[src/rtl/pmem_fetch_pkg.sv]
package pmem_fetch_pkg;
  typedef struct packed {
    logic selRam;
    logic selRom;
    logic selExt;
    logic blocked;
  } fetchStrobes_t;
endpackage

[src/rtl/pmem_fetch_ctrl.sv]
module pmem_fetch_ctrl
  import pmem_fetch_pkg::*;
#(
  parameter int ADDR_W = 16,
  parameter logic [ADDR_W-1:0] BOOT_VEC = 16'hF800
) (
  input  logic              clk,
  input  logic              rstN,
  input  logic              extAccessStrap,
  input  logic              bootEnWr,
  input  logic              bootEnWrData,
  input  logic              secLevel2,
  input  logic              fetchValid,
  input  logic [ADDR_W-1:0] fetchAddr,
  input  logic              isMovc,
  input  logic              execFromInternal,
  output fetchStrobes_t     strobes,
  output logic [ADDR_W-1:0] resetVector,
  output logic              bootEnable,
  output logic              movcViolation
);
  localparam int TOP_BIT = ADDR_W - 1;

  logic strapQ;
  logic bootEnQ;
  logic violQ;
  logic upperHalf;
  logic wantRam, wantRom, wantExt;
  logic blockNow;

  // Strap capture, boot-enable and sticky violation flag
  always_ff @(posedge clk) begin
    if (!rstN) begin
      strapQ  <= extAccessStrap;
      bootEnQ <= 1'b1;
      violQ   <= 1'b0;
    end else begin
      if (bootEnWr) bootEnQ <= bootEnWrData;
      if (blockNow) violQ <= 1'b1;
    end
  end

  // Region decode: purely combinational
  always_comb begin
    upperHalf = fetchAddr[TOP_BIT];
    wantExt   = fetchValid & (~strapQ | (upperHalf & ~bootEnQ));
    wantRam   = fetchValid & strapQ & ~upperHalf;
    wantRom   = fetchValid & strapQ & upperHalf & bootEnQ;
    blockNow  = (wantRam | wantRom) & isMovc & secLevel2 & ~execFromInternal;
    strobes.selRam  = wantRam & ~blockNow;
    strobes.selRom  = wantRom & ~blockNow;
    strobes.selExt  = wantExt;
    strobes.blocked = blockNow;
  end

  assign resetVector   = strapQ ? BOOT_VEC : '0;
  assign bootEnable    = bootEnQ;
  assign movcViolation = violQ;

  p_one_region_r8: assert property (@(posedge clk) disable iff (!rstN)
    $onehot0({strobes.selRam, strobes.selRom, strobes.selExt}));
  p_idle_no_select_r8: assert property (@(posedge clk) disable iff (!rstN)
    !fetchValid |-> !(strobes.selRam | strobes.selRom | strobes.selExt));
  p_strap_held_r7: assert property (@(posedge clk) disable iff (!rstN)
    $past(rstN) |-> $stable(strapQ));
  p_viol_sticky_r10: assert property (@(posedge clk) disable iff (!rstN)
    $past(rstN) && $past(violQ) |-> violQ);
  p_block_sets_flag_r10: assert property (@(posedge clk) disable iff (!rstN)
    blockNow |=> violQ);
  p_block_no_internal_r9: assert property (@(posedge clk) disable iff (!rstN)
    (isMovc && secLevel2 && !execFromInternal) |-> !(strobes.selRam | strobes.selRom));
endmodule

[src/rtl/pmem_fetch_dpath.sv]
module pmem_fetch_dpath
  import pmem_fetch_pkg::*;
#(
  parameter int DATA_W = 8
) (
  input  fetchStrobes_t     strobes,
  input  logic [DATA_W-1:0] ramData,
  input  logic [DATA_W-1:0] romData,
  input  logic [DATA_W-1:0] extData,
  output logic              extStrobeEn,
  output logic [DATA_W-1:0] readData
);
  always_comb begin
    readData = '0;
    if (!strobes.blocked) begin
      unique case (1'b1)
        strobes.selRam: readData = ramData;
        strobes.selRom: readData = romData;
        strobes.selExt: readData = extData;
        default:        readData = '0;
      endcase
    end
  end

  assign extStrobeEn = strobes.selExt;

  always_comb begin
    if (strobes.blocked) a_blocked_zero_r9: assert (readData == '0);
  end
endmodule

[src/rtl/pmem_fetch_map.sv]
module pmem_fetch_map
  import pmem_fetch_pkg::*;
#(
  parameter int ADDR_W = 16,
  parameter int DATA_W = 8,
  parameter logic [ADDR_W-1:0] BOOT_VEC = 16'hF800
) (
  input  logic              clk,
  input  logic              rstN,
  input  logic              extAccessStrap,
  input  logic              bootEnWr,
  input  logic              bootEnWrData,
  input  logic              secLevel2,
  input  logic              fetchValid,
  input  logic [ADDR_W-1:0] fetchAddr,
  input  logic              isMovc,
  input  logic              execFromInternal,
  input  logic [DATA_W-1:0] ramData,
  input  logic [DATA_W-1:0] romData,
  input  logic [DATA_W-1:0] extData,
  output logic              selCodeRam,
  output logic              selBootRom,
  output logic              selExternal,
  output logic              extStrobeEn,
  output logic [ADDR_W-1:0] resetVector,
  output logic [DATA_W-1:0] readData,
  output logic              bootEnable,
  output logic              movcViolation
);
  fetchStrobes_t strobes;

  pmem_fetch_ctrl #(.ADDR_W(ADDR_W), .BOOT_VEC(BOOT_VEC)) u_ctrl (
    .clk(clk), .rstN(rstN), .extAccessStrap(extAccessStrap),
    .bootEnWr(bootEnWr), .bootEnWrData(bootEnWrData), .secLevel2(secLevel2),
    .fetchValid(fetchValid), .fetchAddr(fetchAddr), .isMovc(isMovc),
    .execFromInternal(execFromInternal), .strobes(strobes),
    .resetVector(resetVector), .bootEnable(bootEnable),
    .movcViolation(movcViolation)
  );

  pmem_fetch_dpath #(.DATA_W(DATA_W)) u_dpath (
    .strobes(strobes), .ramData(ramData), .romData(romData),
    .extData(extData), .extStrobeEn(extStrobeEn), .readData(readData)
  );

  assign selCodeRam  = strobes.selRam;
  assign selBootRom  = strobes.selRom;
  assign selExternal = strobes.selExt;

  p_strobe_ext_only_r2: assert property (@(posedge clk) disable iff (!rstN)
    extStrobeEn |-> selExternal && !selCodeRam && !selBootRom);
endmodule

[config.mk]
export PLATFORM = sky130hd
export DESIGN_NAME = pmem_fetch_map
export DESIGN_NICKNAME = d
export VERILOG_FILES = /design/src/rtl/pmem_fetch_pkg.sv /design/src/rtl/pmem_fetch_ctrl.sv /design/src/rtl/pmem_fetch_dpath.sv /design/src/rtl/pmem_fetch_map.sv
export SDC_FILE = /design/constraint.sdc
export NUM_CORES = 1
export LEC_CHECK = 0
export ABC_AREA = 1
export BUFFER_PORTS_ARGS = -buffer_cell sky130_fd_sc_hd__buf_2
export CORE_UTILIZATION = 26
export DETAILED_ROUTE_END_ITERATION = 16
export PLACE_DENSITY = 0.79
export SETUP_SLACK_MARGIN = 0.2
export SLEW_MARGIN = 15
export SYNTH_ARGS = -nofsm -noshare
export SYNTH_HDL_FRONTEND = slang
export SYNTH_SLANG_ARGS = --single-unit
[constraint.sdc]
create_clock -name clk -period 1.82 [get_ports clk]
set_clock_uncertainty 0.15 [all_clocks]
set_input_delay 0.364 -clock clk [delete_from_list [all_inputs] [get_ports clk]]
set_output_delay 0.364 -clock clk [all_outputs]
set_load 0.005 [all_outputs]
==> impl_metrics.tcl <==
set metrics [dict create \
    worst-setup-path-type "reg2out" \
    syn_inst 73 \
    hpwl_mm 1.12 \
    ys_seq_area_share_pct 15.4 \
    finalCriticalPeriod_ns 1.83 \
    outcome "finished, violations left" \
    num_vias 696 \
    cp_max_fo 8 \
    final_cell_area_um2 825 \
    cp_top_family "flip-flops" \
    nFillCells 158 \
    timing.hold.ws_ns 0.169 \
    row_count 14 \
    power_density_mw_per_mm2 438 \
    synth_top_cell_area_share_pct 28.0 \
    max_stage_delay_ns 0.41 \
    core_region_area_mm2 0.00158 \
    endpoint_kind "output pin" \
    setup_ws_ns -0.0140 \
    antenna_left 0 \
    cts_root_buf "clkbuf_4" \
    cp_slowest_cell "edfxtp_1" \
    antenna_found_initial 0 \
    drcViolationCount 2 \
    fmax_ghz 0.545 \
    holdBufCountCts 0 \
    drt-wirelength-per-cell_um 11.3 \
    synth_area_um2 455 \
    clkSinkCount 3 \
    setup_tns_ns -0.0276 \
    drt_iter0_drc 13 \
    rsz0062_at_grt "true" \
    drive_gt1_share_pct 60.8 \
    place.gp.congestion 0.666 \
    routed_wl_mm 1.64 \
    failed_checks "DRC, setup timing" \
    synth_seq_cells 3 \
    final_common_cell "buf_2" \
    cp.arrival_ns 1.32 \
    p_leak_nw 0.465 \
    postPlaceCellArea_um2 672 \
    cts_buffers 3 \
    path_buf_inv 2 \
    power_uw 361 \
    antennaDiodeCount 0 \
    drv_slew 0 \
    clkTransAtPathRegs_ns 0.04 \
    final_cell_mix "buf_2, nand3_1, conb_1" \
    yosysTopAreaCell "buf_4" \
    finish.utilization_pct 52.3 \
    synthToLayoutAreaGrowth_pct 81.0 \
    port_buffers 52 \
    path_cells "nand2_2 -> nor2_1 -> buf_4 -> nand3_1 -> nand3_1 -> buf_2" \
    avgSynthCellArea_um2 6.24 \
    setup_viol 5 \
    yosys_warnings 0 \
    finalNetCount 180 \
    grt_usage_pct 18.1 \
    hold_viol 0 \
    ir_worst_vdd_mv 0.377 \
    initial_core_util_pct 28.9 \
    drt_first_pass_iters 12 \
    cts_tree "built" \
    vias_per_cell 4.77 \
    drv_cap 0 \
    first_global_vias 649 \
    grt.overflow.total 0 \
    required_ns 1.31 \
    h-tree-depth 1 \
    finalCritPeriodShare_pct 101 \
    grt_pass1_wl_mm 2.63 \
    die_h_um 43.9 \
    netlist_top_cells_area "buf_4, nand3_1, nand2_1" \
    hp-class "in2reg" \
    startpoint_type "flop" \
    io_pins 79 \
    path_common_cell "nand3_1" \
    insertion_delay_ns 0.24 \
    netlist-cell-type-count 15 \
    die_x_um 43.9 \
    grt_max_degree 9 \
    clock_path_buffers 2 \
    die_area_mm2 0.00192 \
]
==> report_power, final <==
group / switching, mW / internal, mW / total, mW
Sequential: 0.00293 / 0.0738 / 0.0767
Clock: 0.0389 / 0.0825 / 0.121
Combinational: 0.0787 / 0.0845 / 0.163
==> flip-flops by register name, summed over array words and instances, names as in the netlist <==
| register | count |
|---|---|
| u_ctrl.bootEnable | 1 |
| u_ctrl.movcViolation | 1 |
| u_ctrl.strapQ | 1 |
==> layer usage <==
layer	GRT usage (%)	wire length [µm]	vias up
li1	-	-	339
met1	19.5	616	321
met2	34.6	918	34
met3	3.33	100	2
met4	6.67	9	0
met5	0	0	-
==> final timing paths <==
check	start	endpoint	slack, ns	cells after the start
min reg2reg	u_ctrl.movcViolation$_SDFFE_PN0N_	u_ctrl.movcViolation$_SDFFE_PN0N_	0.32	2
min	extAccessStrap	u_ctrl.strapQ$_DFFE_PN_	0.17	1
max reg2reg	u_ctrl.strapQ$_DFFE_PN_	u_ctrl.movcViolation$_SDFFE_PN0N_	0.64	6
max	u_ctrl.strapQ$_DFFE_PN_	readData[3]	-0.01	6
==> cell families (layout without fill, tap and decap cells) <==
logic type,count (synthesis),after routing,synth area share [%]
AO/OA/AOI/OAI,3,3,4.67
AND/OR/NAND/NOR,44,46,45.3
other,1,11,0.823
buffers and inverters,22,67,33.8
flip-flops,3,3,15.4
==> final cells by class <==
type                    count  area (µm²)  share of cell area (%)
clock buffers               4        26.3                    3.19
inverters                   4        20.0                    2.43
multi-input cells          60         352                    42.6
flip-flops and latches      3        70.1                    8.50
well taps                  16        20.0                    2.43
repair buffers             59         337                    40.8
==> synthesized netlist by cell type (all sizes together) <==
| cell | count |
|---|---|
| nand3 | 25 |
| buf | 18 |
| nand2 | 12 |
| nor2 | 5 |
| inv | 4 |
| dfxtp | 2 |
| nor3 | 2 |
| a21boi | 1 |
| a21oi | 1 |
| conb | 1 |
| edfxtp | 1 |
| o21ai | 1 |
==> what timing repair did <==
item | in CTS | in global routing
setup endpoints to repair | 12 | 12
pin swaps | 7 | 2
cloned | 2 | 0
setup buffers | 2 | 0
gates resized for setup | 18 | 5
==> metrics by stage <==
step	setup WS, ns	instances
2_1_floorplan	0.233	83
3_3_place_gp	0.0357	138
3_5_place_dp	-0.00626	138
4_1_cts	-0.00416	146
5_1_grt	-0.0875	146
6_report	-0.0140	146
Note: power is estimated with default switching activity, not from simulation.
